**src/rtl/pc_next_pkg.sv**
```systemverilog
`timescale 1ns/1ps
package pc_next_pkg;

  // Source of the next counter value, chosen by the control module.
  typedef enum logic [1:0] {
    SRC_SEQ    = 2'd0,
    SRC_BRANCH = 2'd1,
    SRC_JUMP   = 2'd2
  } nextSrc_t;

  // Strobes from control to datapath.
  typedef struct packed {
    nextSrc_t src;
    logic     loadReset;
  } pcStrobes_t;

endpackage

```
**src/rtl/pc_next_ctrl.sv**
```systemverilog
`timescale 1ns/1ps
module pc_next_ctrl
  import pc_next_pkg::*;
(
  input  logic       rst,
  input  logic       isBranch,
  input  logic       isJump,
  input  logic       operandsEqual,
  output pcStrobes_t strobes
);

  always_comb begin
    strobes.loadReset = rst;
    // Jump wins over branch; a branch only counts when the operands match.
    if (isJump) begin
      strobes.src = SRC_JUMP;
    end else if (isBranch && operandsEqual) begin
      strobes.src = SRC_BRANCH;
    end else begin
      strobes.src = SRC_SEQ;
    end
  end

endmodule

```
**src/rtl/pc_next_datapath.sv**
```systemverilog
`timescale 1ns/1ps
module pc_next_datapath
  import pc_next_pkg::*;
#(
  parameter int ADDR_W  = 32,
  parameter int DATA_W  = 32,
  parameter int INSTR_W = 32,
  parameter int OFF_W   = 16,
  parameter int IDX_W   = 26,
  parameter int STEP    = 4
) (
  input  logic               clk,
  input  pcStrobes_t         strobes,
  input  logic [INSTR_W-1:0] instrWord,
  input  logic [DATA_W-1:0]  rsVal,
  input  logic [DATA_W-1:0]  rtVal,
  output logic               operandsEqual,
  output logic [ADDR_W-1:0]  pcOut
);

  localparam int ALIGN_W  = $clog2(STEP);
  localparam int REGION_W = ADDR_W - IDX_W - ALIGN_W;
  localparam int EXT_W    = ADDR_W - OFF_W - ALIGN_W;

  logic [ADDR_W-1:0] pcReg;
  logic [ADDR_W-1:0] pcSeq;
  logic [ADDR_W-1:0] branchDisp;
  logic [ADDR_W-1:0] branchTarget;
  logic [ADDR_W-1:0] jumpTarget;
  logic [ADDR_W-1:0] pcNext;
  logic [OFF_W-1:0]  offsetField;
  logic [IDX_W-1:0]  indexField;

  assign offsetField = instrWord[OFF_W-1:0];
  assign indexField  = instrWord[IDX_W-1:0];

  // Sequential adder.
  assign pcSeq = pcReg + ADDR_W'(STEP);

  // Dedicated branch adder: displacement in words, relative to pcSeq.
  assign branchDisp   = {{EXT_W{offsetField[OFF_W-1]}}, offsetField, {ALIGN_W{1'b0}}};
  assign branchTarget = pcSeq + branchDisp;

  // Region-local jump keeps the top bits of the sequential address.
  generate
    if (REGION_W > 0) begin : g_region
      assign jumpTarget = {pcSeq[ADDR_W-1 -: REGION_W], indexField, {ALIGN_W{1'b0}}};
    end else begin : g_noRegion
      assign jumpTarget = {indexField[ADDR_W-ALIGN_W-1:0], {ALIGN_W{1'b0}}};
    end
  endgenerate

  assign operandsEqual = (rsVal == rtVal);

  always_comb begin
    unique case (strobes.src)
      SRC_BRANCH: pcNext = branchTarget;
      SRC_JUMP:   pcNext = jumpTarget;
      default:    pcNext = pcSeq;
    endcase
  end

  always_ff @(posedge clk) begin
    if (strobes.loadReset) begin
      pcReg <= '0;
    end else begin
      pcReg <= pcNext;
    end
  end

  assign pcOut = pcReg;

endmodule

```
**src/rtl/pc_next_unit.sv**
```systemverilog
`timescale 1ns/1ps
module pc_next_unit
  import pc_next_pkg::*;
#(
  parameter int ADDR_W  = 32,
  parameter int DATA_W  = 32,
  parameter int INSTR_W = 32,
  parameter int OFF_W   = 16,
  parameter int IDX_W   = 26,
  parameter int STEP    = 4
) (
  input  logic               clk,
  input  logic               rst,
  input  logic [INSTR_W-1:0] instrWord,
  input  logic [DATA_W-1:0]  rsVal,
  input  logic [DATA_W-1:0]  rtVal,
  input  logic               isBranch,
  input  logic               isJump,
  output logic [ADDR_W-1:0]  pcOut
);

  pcStrobes_t strobes;
  logic       operandsEqual;

  pc_next_ctrl u_ctrl (
    .rst           (rst),
    .isBranch      (isBranch),
    .isJump        (isJump),
    .operandsEqual (operandsEqual),
    .strobes       (strobes)
  );

  pc_next_datapath #(
    .ADDR_W  (ADDR_W),
    .DATA_W  (DATA_W),
    .INSTR_W (INSTR_W),
    .OFF_W   (OFF_W),
    .IDX_W   (IDX_W),
    .STEP    (STEP)
  ) u_dp (
    .clk           (clk),
    .strobes       (strobes),
    .instrWord     (instrWord),
    .rsVal         (rsVal),
    .rtVal         (rtVal),
    .operandsEqual (operandsEqual),
    .pcOut         (pcOut)
  );

endmodule

```
**config.mk**
```make
export PLATFORM = sky130hd
export DESIGN_NAME = pc_next_unit
export DESIGN_NICKNAME = d
export VERILOG_FILES = /design/src/rtl/pc_next_pkg.sv /design/src/rtl/pc_next_ctrl.sv /design/src/rtl/pc_next_datapath.sv /design/src/rtl/pc_next_unit.sv
export SDC_FILE = /design/constraint.sdc
export NUM_CORES = 1
export LEC_CHECK = 0
export ABC_AREA = 1
export BUFFER_PORTS_ARGS = -buffer_cell sky130_fd_sc_hd__buf_2
export CORE_MARGIN = 1
export CORE_UTILIZATION = 60
export DETAILED_ROUTE_END_ITERATION = 8
export PLACE_DENSITY = 0.9
export SYNTH_ARGS = -nofsm -noshare
export SYNTH_HDL_FRONTEND = slang
export SYNTH_SLANG_ARGS = --single-unit
export TNS_END_PERCENT = 30
```
**constraint.sdc**
```tcl
create_clock -name clk -period 6.53 [get_ports clk]
set_input_delay 0.653 -clock clk [delete_from_list [all_inputs] [get_ports clk]]
set_output_delay 0.653 -clock clk [all_outputs]
set_load 0.02 [all_outputs]
```
==> results of run 1 <==
tightest hold or removal path, delay by kind of cell (launching register included):
family / cells / cell delay, ns
buf+inv: 1 / 0.05
compound gates: 1 / 0.09
flops: 1 / 0.37
simple gates: 1 / 0.11
report_power, final:
part / internal [mW] / switching, mW
Clock: 0.112 / 0.0685
Combinational: 0.118 / 0.209
Sequential: 0.193 / 0.0153
area by class of cell:
type	count	area [um2]	area share
Tap cell	108	135	0.0217
Inverter	188	707	0.113
Clock buffer	5	68.8	0.0110
Multi-Input combinational cell	804	4070	0.652
Sequential cell	30	601	0.0963
Clock inverter	3	40.0	0.00642
Timing Repair Buffer	123	616	0.0988
routing by layer:
metal	global-route usage	share of wire
met1	0.441	0.44
met2	0.605	0.47
met3	0.0129	0.067
met4	0.143	0.031
met5	0	0
cell families (layout without fill, tap and decap cells):
| kind of cell | Yosys count | count (layout) | synth area share |
|---|---|---|---|
| xor gates and xnor gates | 35 | 35 | 0.0602 |
| AOI/OAI and AO/OA | 59 | 59 | 0.0590 |
| muxes | 1 | 1 | 0.00183 |
| and+or+nand+nor | 670 | 670 | 0.535 |
| adders and majority gates | 37 | 37 | 0.0860 |
| other | 1 | 2 | 0.000686 |
| DFF | 30 | 30 | 0.110 |
| buffers and inverters | 201 | 319 | 0.147 |
worst paths after layout:
check                         to
hold / removal     u_dp.pcOut[2]
hold reg to reg    u_dp.pcOut[2]
setup / recovery  u_dp.pcOut[31]
setup reg to reg  u_dp.pcOut[31]
cell usage after synthesis, drive strengths merged:
| cell | instances | area share |
|---|---|---|
| nor3b | 2 | 0.0037 |
| nor4 | 1 | 0.0011 |
| or2 | 3 | 0.0034 |
| o21ai | 23 | 0.021 |
| and3 | 1 | 0.0011 |
| nor3 | 18 | 0.023 |
| a31oi | 2 | 0.0023 |
| fa | 1 | 0.0037 |
| nand3b | 12 | 0.019 |
| a21oi | 30 | 0.030 |
| clkinv | 4 | 0.0030 |
| buf | 7 | 0.012 |
| nand3 | 71 | 0.067 |
| xnor2 | 9 | 0.016 |
| nand4 | 13 | 0.015 |
| dlygate4sd1 | 1 | 0.0016 |
| xor2 | 26 | 0.044 |
| dlygate4sd3 | 1 | 0.0018 |
| nor2 | 167 | 0.13 |
| o21bai | 4 | 0.0055 |
| clkbuf | 4 | 0.0027 |
| mux2i | 1 | 0.0018 |
| nand2 | 381 | 0.27 |
| dfxtp | 30 | 0.11 |
| inv | 184 | 0.13 |
| conb | 1 | 0.00069 |
| ha | 36 | 0.082 |
| and2 | 1 | 0.0011 |
stage by stage:
stage	cell area [um2]	power (mW)	cells	hold slack, ns
2_1_floorplan	5470	0.434	1035	0.660
3_3_place_gp	6120	0.525	1253	0.615
3_5_place_dp	6120	0.532	1253	0.621
4_1_cts	6230	0.713	1261	0.638
5_1_grt	6230	0.767	1261	0.697
6_report	6230	0.716	1261	0.641
==> results by stage, run 1 <==
Setup path:
- The dominant delay contributor by cell family on the critical path is simple AND/OR/NAND/NOR gates.
- STA puts the critical path data arrival time at 3.63 ns.
- The endpoint type of the worst setup path is a register.
- The slowest stage of the critical path is the sky130_fd_sc_hd__nor4_1 cell.
- The most numerous cell type found on the critical path is sky130_fd_sc_hd__nand2_1.
- The critical path is of the register to register type.
- Data on the critical path is required at its endpoint by around 6.8 ns.
- The worst setup path is launched from a register.
- The total number of cells along the worst setup path is 19.
- Measured in cells, the most critical reg-to-reg path has a length of 19.
- The count of buffer and inverter cells on the critical path is 3.
- The reg-to-reg critical path startpoint is u_dp.pcOut[2].
- The critical path's largest stage delay is about 0.47 ns.
- Tracing the worst setup path back leads to its startpoint at u_dp.pcOut[2].
- Setup slack on the worst reg-to-reg path comes out at around 3.1 ns.
- Of all nets on the critical path, the largest fanout is 6.
- Walking the worst path, the cells encountered are ha_1 > nand2_1 > inv_1 > nand2_1 > nor4_1 > nand2_1 > xor2_1 > inv_1 > ha_1 > nand2_1 > nor2_1 > nand2_1 > nor2_1 > nand2_1 > nand3_1 > inv_1 > nand2_1 > nand2_1 > a21oi_2.

Placed design:
- Prior to clock tree synthesis, the placed netlist has a worst setup slack of between 3 and 4 ns.
- The global placement routability congestion is between 1 and 1.5.
- The HPWL after detailed placement is 13.8 mm.
- The total of buffers placed on input and output ports is between 100 and 150.

Power and ir drop:
- The power density over the cells is about 110 nW/um2.
- The largest voltage drop on the vdd net is 87.7 uV.
- For this design the static power due to leakage is 3.85 nW.

Floorplanning:
- The die width is 97.5 um.
- For this configuration, the core starts out at a cell density of 0.624.
- The die is between 90 and 100 um tall.
- The row count is 34.
- The placeable core region is around 9000 um2.
- The die area is 9500 um2.
- For this design the top-level I/O count stands at 132.

Global routing:
- The total overflow left after global routing is 0.
- In the global route stage, overall resource usage came out at 0.345.
- The number of global-route vias before repair is slightly above 6k.
- The number of antenna violations at the first check in global routing was 0.
- The global-route wire length before repair is ~27 mm.
- Entering global routing, the biggest net connects 30 pins.

CTS:
- The clock passes through at most 2 buffers.
- The H-tree was split into 2 levels.
- Clock latency on the worst-skew pair, taken at its later pin, is about 0.28 ns.
- For this design, the CTS-stage hold fixing added 0 buffers.
- TritonCTS built the clock tree.
- The clock-pin transition on the worst setup and hold timing paths is around 0.060 ns.
- The clock sink count is 30.
- Post-CTS repair changed the size of 0 cells.
- The tree is rooted in a sky130_fd_sc_hd__clkbuf_8.
- The number of buffers created by CTS is 5.
- Buffers added to address setup during post-CTS repair amount to 0.

Drt:
- Dividing the detail-routed wire length by the instance count gives approximately 13 um.
- In this run the remaining antenna-violating nets after routing total 0.
- Summing over every cut layer, the via total after detailed routing is approximately 6.5k.
- The final layout contains routed wiring with a total length of 16.0 mm.
- The initial detailed-routing violation count is roughly 460.
- Before antenna repair, the detailed router went through 6 iterations.
- For this run, design rule violations remaining after detail routing come to 0.
- The average via count per standard cell is about 5.1.

Final layout:
- In the layout the commonest cells are 368 x sky130_fd_sc_hd__nand2_1, 173 x sky130_fd_sc_hd__inv_1, 155 x sky130_fd_sc_hd__nor2_1.
- Leaving out fill and tap cells, the most frequent cell in the layout is sky130_fd_sc_hd__nand2_1.
- The number of antenna repair diodes is 0.
- The number of nets at the end of the flow is 1289.
- The synthesis-to-finish area growth is 14.0%.
- The number of filler instances in the final layout is approximately 840.
- In the final layout, the share of cells above drive strength 1 is 0.162.
- The utilization after layout is 0.711.
- The flip-flop count of the largest register, all copies and words added is 30.

Outcome:
- The flow ran to the end, and the final reports show no timing, DRC or antenna violations.

Timing:
- The hold violation total from the final report was 0.
- The clock tree skew after final layout is between 0.005 and 0.006 ns.
- Setup repair after global routing left no endpoint under its margin.
- Setup slack on the critical path of the routed design comes to 3.12 ns.
- Measured against its own limit, the worst slew margin works out to 0.430.
- The final critical delay including setup and external delays is 3.41 ns.
- The peak clock frequency supported by timing is between 0.2 and 0.3 GHz.
- The period utilization is 0.522.
- For the pin with the worst max-slew slack, the measured transition is 0.854 ns.
- The setup TNS is 0 ns.
- The number of slew-limit violations in the final report is 0.
- The final number of setup-violating endpoints is 0.

Synth:
- The per-instance average area after synthesis is 5.29 um2.
- In the synthesized netlist, the number of instances is slightly above 1k.
- The cell area after synthesis is 5470 um2.
- The number of distinct library cells after synthesis is 47.
- The register area share after synthesis is 0.110.
- The count of state elements after synthesis is 30.
- The Yosys step of the flow raised 0 warnings.

Worst hold path:
- The worst hold path was traced through 3 stages.
- The min-delay analysis places its worst path in the category register to register.
- The beginning of the worst hold path is u_dp.pcOut[2].

Job:
- Across the run, the number of max-cap violations was 0.
Power figures use the tool's default switching activity.
==> run 2: changes to the inputs <==
--- a/config.mk
+++ b/config.mk
@@ -5,12 +5,12 @@
 export SDC_FILE = /design/constraint.sdc
 export NUM_CORES = 1
 export LEC_CHECK = 0
-export ABC_AREA = 1
+export ABC_AREA = 0
 export BUFFER_PORTS_ARGS = -buffer_cell sky130_fd_sc_hd__buf_2
 export CORE_MARGIN = 1
-export CORE_UTILIZATION = 60
+export CORE_UTILIZATION = 47
 export DETAILED_ROUTE_END_ITERATION = 8
-export PLACE_DENSITY = 0.9
+export PLACE_DENSITY = 0.8
 export SYNTH_ARGS = -nofsm -noshare
 export SYNTH_HDL_FRONTEND = slang
 export SYNTH_SLANG_ARGS = --single-unit
==> constraint.sdc (replaced) <==
create_clock -name clk -period 3.04 [get_ports clk]
set_input_delay 0.304 -clock clk [delete_from_list [all_inputs] [get_ports clk]]
set_output_delay 0.304 -clock clk [all_outputs]
set_load 0.02 [all_outputs]
==> run 2 against run 1 <==
- fmax fell by 16%
- critical path depth down 2
- critical path type unchanged
- global-route usage up 1.7 points
- core utilization up 7.2 points
- worst setup slack lost 4.1 ns
- power rose to 2.5 times the previous value
- the flow now finishes with violations (setup timing)
- combinational power rose to 3.2 times the previous value
- highest routed layer unchanged
- routed wire length increased by 21%
- register-to-register slack lost 4.1 ns
- cell area grew 2.8%
==> results by stage, run 2 <==
Drt:
- The average via count per standard cell is between 6 and 7.
- In the routed design, unresolved DRC markers number 0.
- The average wire length per cell after detail routing is roughly 22 um.
- Once detail routing completed, the nets flagged for antenna violations numbered 0.
- For this block, the routed nets add up to 19.4 mm of wire.
- The pre-antenna-repair detailed-routing pass consisted of 7 iterations.
- After the first detailed-routing iteration, the DRC count stood at 525.
- The total via count after detailed routing is approximately 5.6k.

Worst hold path:
- The path class of the tightest hold or removal check is input port to register.
- The beginning of the worst hold path is instrWord[18].

Global routing:
- The met1 layer usage reported by global route is 0.381.
- The all-layer global routing usage is 0.361.
- The total overflow left after global routing is 0.
- The first global-routing pass estimated 24.4 mm of wire.
- The number of global-route vias before repair is 5134.
- The number of antenna violations at the first check in global routing came to 0.
- For met2 alone, demand over resource in global routing was 0.642.
- The maximum number of pins on one net before global-route repair is 25.
- The most congested layer reported by global routing is met2.
- The fraction of met3 tracks used by global routing is 0.0772.

CTS:
- The maximum clock path buffer count is 2.
- After clock tree synthesis, the clock-pin slew on the worst setup and hold paths is 0.08 ns.
- TritonCTS built the clock tree.
- The number of hold-repair buffers added at the cts stage is 0.
- The clock sink count is 30.
- CTS placed an instance of sky130_fd_sc_hd__clkbuf_8 at the clock tree root.
- The clock tree synthesis step divided the H-tree into 2 levels.
- At the later pin of the worst-skew pair, clock insertion delay measures ~0.33 ns.
- Counting the buffers created by CTS gives 5.

Placed design:
- Routability-driven placement finished with a final weighted congestion of between 0.9 and 1.
- Buffers placed on the I/O ports in this run total ~120.
- Summing all placed instances gives a cell area of around 5500 um2.
- The HPWL after detailed placement is about 11 mm.

Power and ir drop:
- Across the VDD grid, the largest voltage drop is about 200 uV.
- The internal portion of total power is about 1.1 mW.
- The share of total power dissipated in sequential elements is 0.242.
- The switching power is approximately 770 uW.
- The combinational fraction of design power is 0.572.
- The switching share of power is 0.420.
- In this run the power density over the cells is between 200 and 300 nW/um2.
- The share of total power dissipated in the clock network is 0.186.
- The leakage power figure is around 3.2 nW.

Synth:
- After technology mapping, the gate count stands at about 510.
- Among all cell types in the netlist, the one instantiated most often is sky130_fd_sc_hd__nor2_1.
- The cell accounting for the most synthesized area is sky130_fd_sc_hd__dfxtp_1.
- Among all flip-flop cells after synthesis, the most frequent one is sky130_fd_sc_hd__dfxtp_1.
- The register area share after synthesis is 0.152.
- Yosys attributes the largest share of cell area to sky130_fd_sc_hd__dfxtp_1 15%, sky130_fd_sc_hd__ha_1 11%, sky130_fd_sc_hd__xnor2_1 11%.
- The portion of synthesized cell area occupied by the leading cell type is 0.152.
- The fraction of synthesis flops using an asynchronous set or reset pin is 0.
- The cell area after synthesis is around 3900 um2.
- By count the netlist is led by 53 x sky130_fd_sc_hd__nor2_1, 49 x sky130_fd_sc_hd__xnor2_1, 36 x sky130_fd_sc_hd__ha_1, 36 x sky130_fd_sc_hd__nand2_1, 36 x sky130_fd_sc_hd__xor2_1.
- The count of flip-flops with a built-in enable after synthesis is 0.
- The number of warnings printed during yosys synthesis is 0.
- The number of different library cells used by synthesis comes to between 70 and 80.
- The per-instance average area after synthesis is 7.77 um2.
- After synthesis the netlist holds a flip-flop and latch count of 30.

Setup path:
- The critical setup path kind is register to register.
- The cell at the slowest stage of the critical path is sky130_fd_sc_hd__dfxtp_4.
- Traced cell by cell, the critical path runs through buf_6 > nand3_2 > nor2_1 > buf_4 > and3_4 > nand3_1 > xnor2_2 > ha_1 > and3_4 > nand4_1 > o22ai_1 > a41o_1 > buf_6 > o21ai_4 > o21ai_2 > buf_4 > o21ai_1.
- The endpoint type of the worst setup path is a register.
- The endpoint identified for the worst register-to-register timing path is u_dp.pcOut[30].
- The number of cell instances on the worst register-to-register path is 17.
- The worst register-to-register path begins at u_dp.pcOut[3].
- At the worst endpoint, the arrival time is between 4 and 5 ns.
- The critical path ends at u_dp.pcOut[30].
- The worst path required time is 3.23 ns.
- In this design, the stage delay of the slowest critical-path cell is around 0.38 ns.
- The type of origin of the critical path is a register.
- The first element of the critical path is u_dp.pcOut[3].
- The critical-path maximum fanout is 5.
- The setup slack on the worst flop-to-flop path is -1.0 ns.

Timing:
- The max-slew headroom at the worst pin is 0.549.
- The setup slack after layout is -0.998 ns.
- In the finished design, the share of the clock period the worst path needs comes to 1.33.
- Setup violations remaining at the end of the flow were counted as 21.
- The hold violation total from the final report is 0.
- Between clock sinks in the finished design, the worst skew comes to about 0.017 ns.
- The worst path in the final design needs a cycle of just over 4 ns, including I/O delays and setup.
- Setup repair after global routing could not meet its margin everywhere.
- For this run, the top clock speed supported by timing is approximately 0.25 GHz.
- The transition time at the pin with the least slew margin is 0.674 ns.
- Hold timing on the final database bottoms out at a slack of 0.223 ns.
- The number of slew-limit violations in the final report is 0.

Floorplanning:
- The floorplan step set the die height to approximately 94 um.
- The row count is 33.
- The die is 93.6 um wide.
- The floorplan step defined a die boundary enclosing between 8000 and 9000 um2.
- For this design the top-level I/O count stands at about 130.
- The region available for standard cell placement spans just over 8000 um2.
- The initial utilization of the core area, before any placement, comes to 0.483.

Final layout:
- The most common library cell in the layout ignoring fill and taps is sky130_fd_sc_hd__buf_4.
- From synthesis to final layout, the design area changed by 62.3%.
- The design area is roughly 6400 um2.
- The number of antenna diodes in the final layout is 0.
- The utilization after layout is 0.784.
- For this run, the post-layout net count is 896.
- In the layout the commonest cells are 129 x sky130_fd_sc_hd__buf_4, 123 x sky130_fd_sc_hd__buf_2, 50 x sky130_fd_sc_hd__nor2_1.
- The share of cells above drive strength 1 is 0.496.
- The flip-flop count of the largest register, all copies and words added is 30.

Outcome:
- The run finished, with violations left.
- The checks that failed: setup timing.

Job:
- The tool flagged a number of max-cap violations equal to 0.
[run 2: power groups by stage]
stage | sequential (mW) | clock [mW] | combinational, mW
2_1_floorplan | 0.481 | 0 | 0.423
4_1_cts | 0.436 | 0.314 | 0.876
3_3_place_gp | 0.442 | 0 | 0.786
3_5_place_dp | 0.444 | 0 | 0.811
5_1_grt | 0.441 | 0.346 | 1.10
6_report | 0.441 | 0.340 | 1.04
[run 2: how the worst min path moves through the flow]
stage,to,depth (start not counted)
3_3_place_gp,u_dp.pcOut[20],2
5_1_grt,u_dp.pcOut[20],2
3_5_place_dp,u_dp.pcOut[20],2
2_1_floorplan,u_dp.pcOut[14],1
6_report,u_dp.pcOut[20],2
4_1_cts,u_dp.pcOut[20],2
[run 2: logic make-up after synthesis]
family          synth area share
compound gates             0.246
xor+xnor                   0.189
fa+ha+maj                  0.119
buf+inv                   0.0336
flops                      0.152
mux                       0.0235
other cells             0.000950
simple gates               0.236
[run 2: final cells by class]
type                       instances  area, um2
multi-input combinational        450       3870
fill                             519       1770
timing repair buffer             258       1650
sequential                        30        616
tap                              105        131
clock buffer                       6       72.6
inverter                          14       52.6
clock inverter                     2       8.76
[run 2: metrics by stage]
step / setup TNS (ns) / std cells / power, mW / setup WS, ns
global placement: -2.70 / 831 / 1.23 / -0.287
floorplan: -0.417 / 509 / 0.904 / -0.147
global route: -11.61 / 865 / 1.88 / -1.17
CTS: -1.90 / 853 / 1.63 / -0.246
detailed placement: -4.14 / 831 / 1.26 / -0.374
finish: -9.35 / 865 / 1.82 / -0.998
[run 2: critical path, delay by kind of cell, from the launching register on]
family | cells | cell delay, ns
XOR/XNOR | 1 | 0.26
buffers and inverters | 4 | 0.62
AND/OR/NAND/NOR | 6 | 1.29
adder cells (fa/ha/maj) | 1 | 0.33
AO/OA/AOI/OAI | 5 | 1.01
flip-flops | 1 | 0.38
[run 2: per-layer routing]
metal  routed length [um]  vias up  part of all wire
met4                 1840        0             0.095
met1                 6370     2553              0.33
met5                    0        -                 0
li1                     -     2356                 -
met2                 9030      481              0.47
met3                 2120      210              0.11
[run 2: repair_timing]
| item | CTS | global route |
|---|---|---|
| endpoints found under the setup margin | 18 | 21 |
| pin swaps | 34 | 35 |
| endpoints found under the hold margin | 0 | 0 |
| gates resized for setup | 46 | 60 |
| setup buffers | 14 | 12 |
==> run 3: changes to the inputs <==
--- a/config.mk
+++ b/config.mk
@@ -7,7 +7,7 @@
 export LEC_CHECK = 0
 export ABC_AREA = 0
 export BUFFER_PORTS_ARGS = -buffer_cell sky130_fd_sc_hd__buf_2
-export CORE_MARGIN = 1
+export CORE_MARGIN = 2
 export CORE_UTILIZATION = 47
 export DETAILED_ROUTE_END_ITERATION = 8
 export PLACE_DENSITY = 0.8
==> run 3 against run 2 <==
- via count down 3.9%
- critical path depth down 3
- register-to-register slack better by 0.54 ns
- core utilization down 2.3 points
- the run still ends with setup timing left
- cell area down 2.9%
- clock skew down 0.0034 ns
- non-clock buffer count up 1
- routed wire length down 9.7%
- critical endpoint is now u_dp.pcOut[22]
==> results by stage, run 3 (synthesis gave the netlist of run 2 again) <==
Outcome:
- The flow ran to the end, but the final reports show violations.
- The final reports fail on setup timing.

Floorplanning:
- The initial cell density of the core is 0.483.
- In this run the count of I/O pins placed on the die edge is around 130.
- The die covers 9150 um2.
- The row count is 33.
- The floorplan step set the die width to about 96 um.
- The placeable core region is approximately 8200 um2.
- The floorplan step set the die height to between 90 and 100 um.

Setup path:
- In this run the register-to-register setup slack is -0.46 ns.
- The worst setup path is of the register to register kind.
- The critical-path maximum fanout is 4.
- The worst path required time is between 3 and 4 ns.
- The reg-to-reg critical path startpoint is u_dp.pcOut[10].
- The endpoint of the worst-slack reg-to-reg timing path is u_dp.pcOut[22].
- In this design, the stage delay of the slowest critical-path cell is roughly 0.37 ns.
- STA puts the critical path data arrival time at approximately 3.7 ns.
- The slowest stage of the critical path is the sky130_fd_sc_hd__dfxtp_2 cell.
- Together, buffers and inverters on the worst path number 1.
- The endpoint type of the worst setup path is a register.
- The worst register-to-register path has a depth of 14.
- The type of origin of the critical path is a register.
- The dominant delay contributor by cell family on the critical path is simple AND/OR/NAND/NOR gates.
- The signal on the critical path passes through and4_4 > and2_1 > buf_4 > and2_1 > nand3_1 > xnor2_2 > ha_1 > and4_4 > nand2_1 > nor2_1 > a41o_1 > a211o_1 > xnor2_2 > a2111oi_2.

CTS:
- The clock passes through at most 2 buffers.
- The number of buffers created by CTS is 5.
- The tree is rooted in a sky130_fd_sc_hd__clkbuf_8.
- The clock-pin transition on the worst setup and hold timing paths is roughly 0.08 ns.
- Hold repair after CTS inserted 0 buffers.
- The clock latency reported for the late side of the worst-skew pair is about 0.30 ns.
- TritonCTS built the clock tree.
- The clock tree synthesis step divided the H-tree into 2 levels.
- The clock sink count is 30.

Final layout:
- The area growth from synthesis to layout is 57.6%.
- The layout has 528 filler cells.
- The flip-flop count of the largest register, all copies and words added is 30.
- The share of cells above drive strength 1 is 0.470.
- The number of nets at the end of the flow is 897.
- The number of antenna diodes in the final layout is 0.
- The total area of multi-input combinational cells is about 3700 um2.
- The top cell types in the final layout, fill and taps aside, are 132 x sky130_fd_sc_hd__buf_4, 123 x sky130_fd_sc_hd__buf_2, 49 x sky130_fd_sc_hd__nor2_1.
- Leaving out fill and tap cells, the most frequent cell in the layout is sky130_fd_sc_hd__buf_4.
- Summing all flip-flop and latch instances after layout gives 616 um2.
- Measured on the finished design, the core utilization comes to 0.761.

Drt:
- The average wire length per cell after detail routing is 20.2 um.
- The number of routed nets with antenna violations is 0.
- For this block, the via count after detailed routing is 5381.
- The initial detailed-routing violation count is approximately 540.
- The residual DRC count is 0.
- The first-pass iteration count of the detailed router is 7.
- For this block, the routed nets add up to 17.5 mm of wire.
- After detailed routing, the number of vias per cell comes to ~6.2.

Placed design:
- The wire-length estimate of the detail-placed layout is ~12 mm.
- During placement, the flow inserted port buffers numbering 123.
- The global placement routability congestion is 0.871.

Global routing:
- The maximum number of pins on one net before global-route repair is 26.
- The number of antenna violations at the first check in global routing came to 0.
- The sum of overflow across all layers after global routing is 0.
- The all-layer global routing usage is 0.340.
- The first global-routing pass estimated roughly 24 mm of wire.
- The number of global-route vias before repair is ~5.2k.

Worst hold path:
- The path type of the worst min-delay path is input port to register.
- The worst hold path begins at instrWord[18].
- The worst hold path was traced through 2 stages.
- The sink of the worst hold path is u_dp.pcOut[20].

Timing:
- The setup slack after layout is -0.458 ns.
- The number of slew-limit violations in the final report is 0.
- The clock tree skew after final layout is 0.0135 ns.
- The routed design could run at a clock period as short as between 3 and 4 ns.
- Headroom to the max-slew limit came out at 0.544.
- The setup TNS is -5.90 ns.
- The peak clock frequency supported by timing is between 0.2 and 0.3 GHz.
- The hold violation total from the final report is 0.
- For the pin with the worst max-slew slack, the measured transition is roughly 0.68 ns.
- Setup violations remaining at the end of the flow were counted as 19.
- The period utilization is 1.15.
- Setup repair after global routing could not meet its margin everywhere.

Power and ir drop:
- The leakage power figure is about 3.1 nW.
- The power density over the cells is ~280 nW/um2.
- VDD sags by at most approximately 240 uV.

Job:
- The tool flagged a number of max-cap violations equal to 0.
run 3: changes by cell type in the layout (fill, tap and decap cells not counted), sizes merged:
cell / delta
clkinvlp: +1
buf: +1
clkinv: -1
run 3: how the worst max path moves through the flow:
stage | start | end | slack (ns) | cells past startpoint
final | u_dp.pcOut[10] | u_dp.pcOut[22] | -0.46 | 14
after global routing | u_dp.pcOut[3] | u_dp.pcOut[22] | -0.57 | 14
after CTS | u_dp.pcOut[2] | u_dp.pcOut[29] | -0.24 | 15
after detailed placement | u_dp.pcOut[3] | u_dp.pcOut[31] | -0.45 | 14
after global placement | u_dp.pcOut[3] | u_dp.pcOut[31] | -0.34 | 14
after floorplan | u_dp.pcOut[2] | u_dp.pcOut[31] | -0.15 | 15
run 3: timing repair:
item	4_1_cts	5_1_grt
endpoints found under the setup margin	19	21
hold endpoints to repair	0	0
gates resized for setup	34	40
setup buffers	20	7
gates cloned	0	0
pin swaps	24	19
run 3: power by group:
part	internal, mW	switching, mW	leakage, nW	total [mW]
Clock	0.182	0.175	0.0472	0.357
Combinational	0.461	0.513	2.84	0.974
Sequential	0.417	0.0222	0.251	0.440
Total	1.06	0.710	3.14	1.77
run 3: through the flow:
step / cell area [um2] / worst slack (ns) / total power [mW] / hold WS, ns / cells
after floorplan: 4040 / -0.147 / 0.904 / 0.442 / 509
after global placement: 5540 / -0.342 / 1.23 / 0.553 / 833
after detailed placement: 5540 / -0.452 / 1.26 / 0.557 / 833
after CTS: 5950 / -0.244 / 1.66 / 0.264 / 860
after global routing: 6220 / -0.566 / 1.83 / 0.257 / 866
final: 6220 / -0.458 / 1.77 / 0.254 / 866
run 3: final cells by class:
type,count,share of cell area
Clock inverter,2,0.00201
Tap cell,105,0.0211
Multi-Input combinational cell,450,0.591
Timing Repair Buffer,259,0.265
Clock buffer,6,0.0133
Inverter,14,0.00845
Sequential cell,30,0.0990
run 3: metal layers:
metal  global-route usage  routed length, um
met3               0.0735               1840
met1                0.351               5910
met5                    0                  0
met2                0.631               8350
met4                0.185               1380
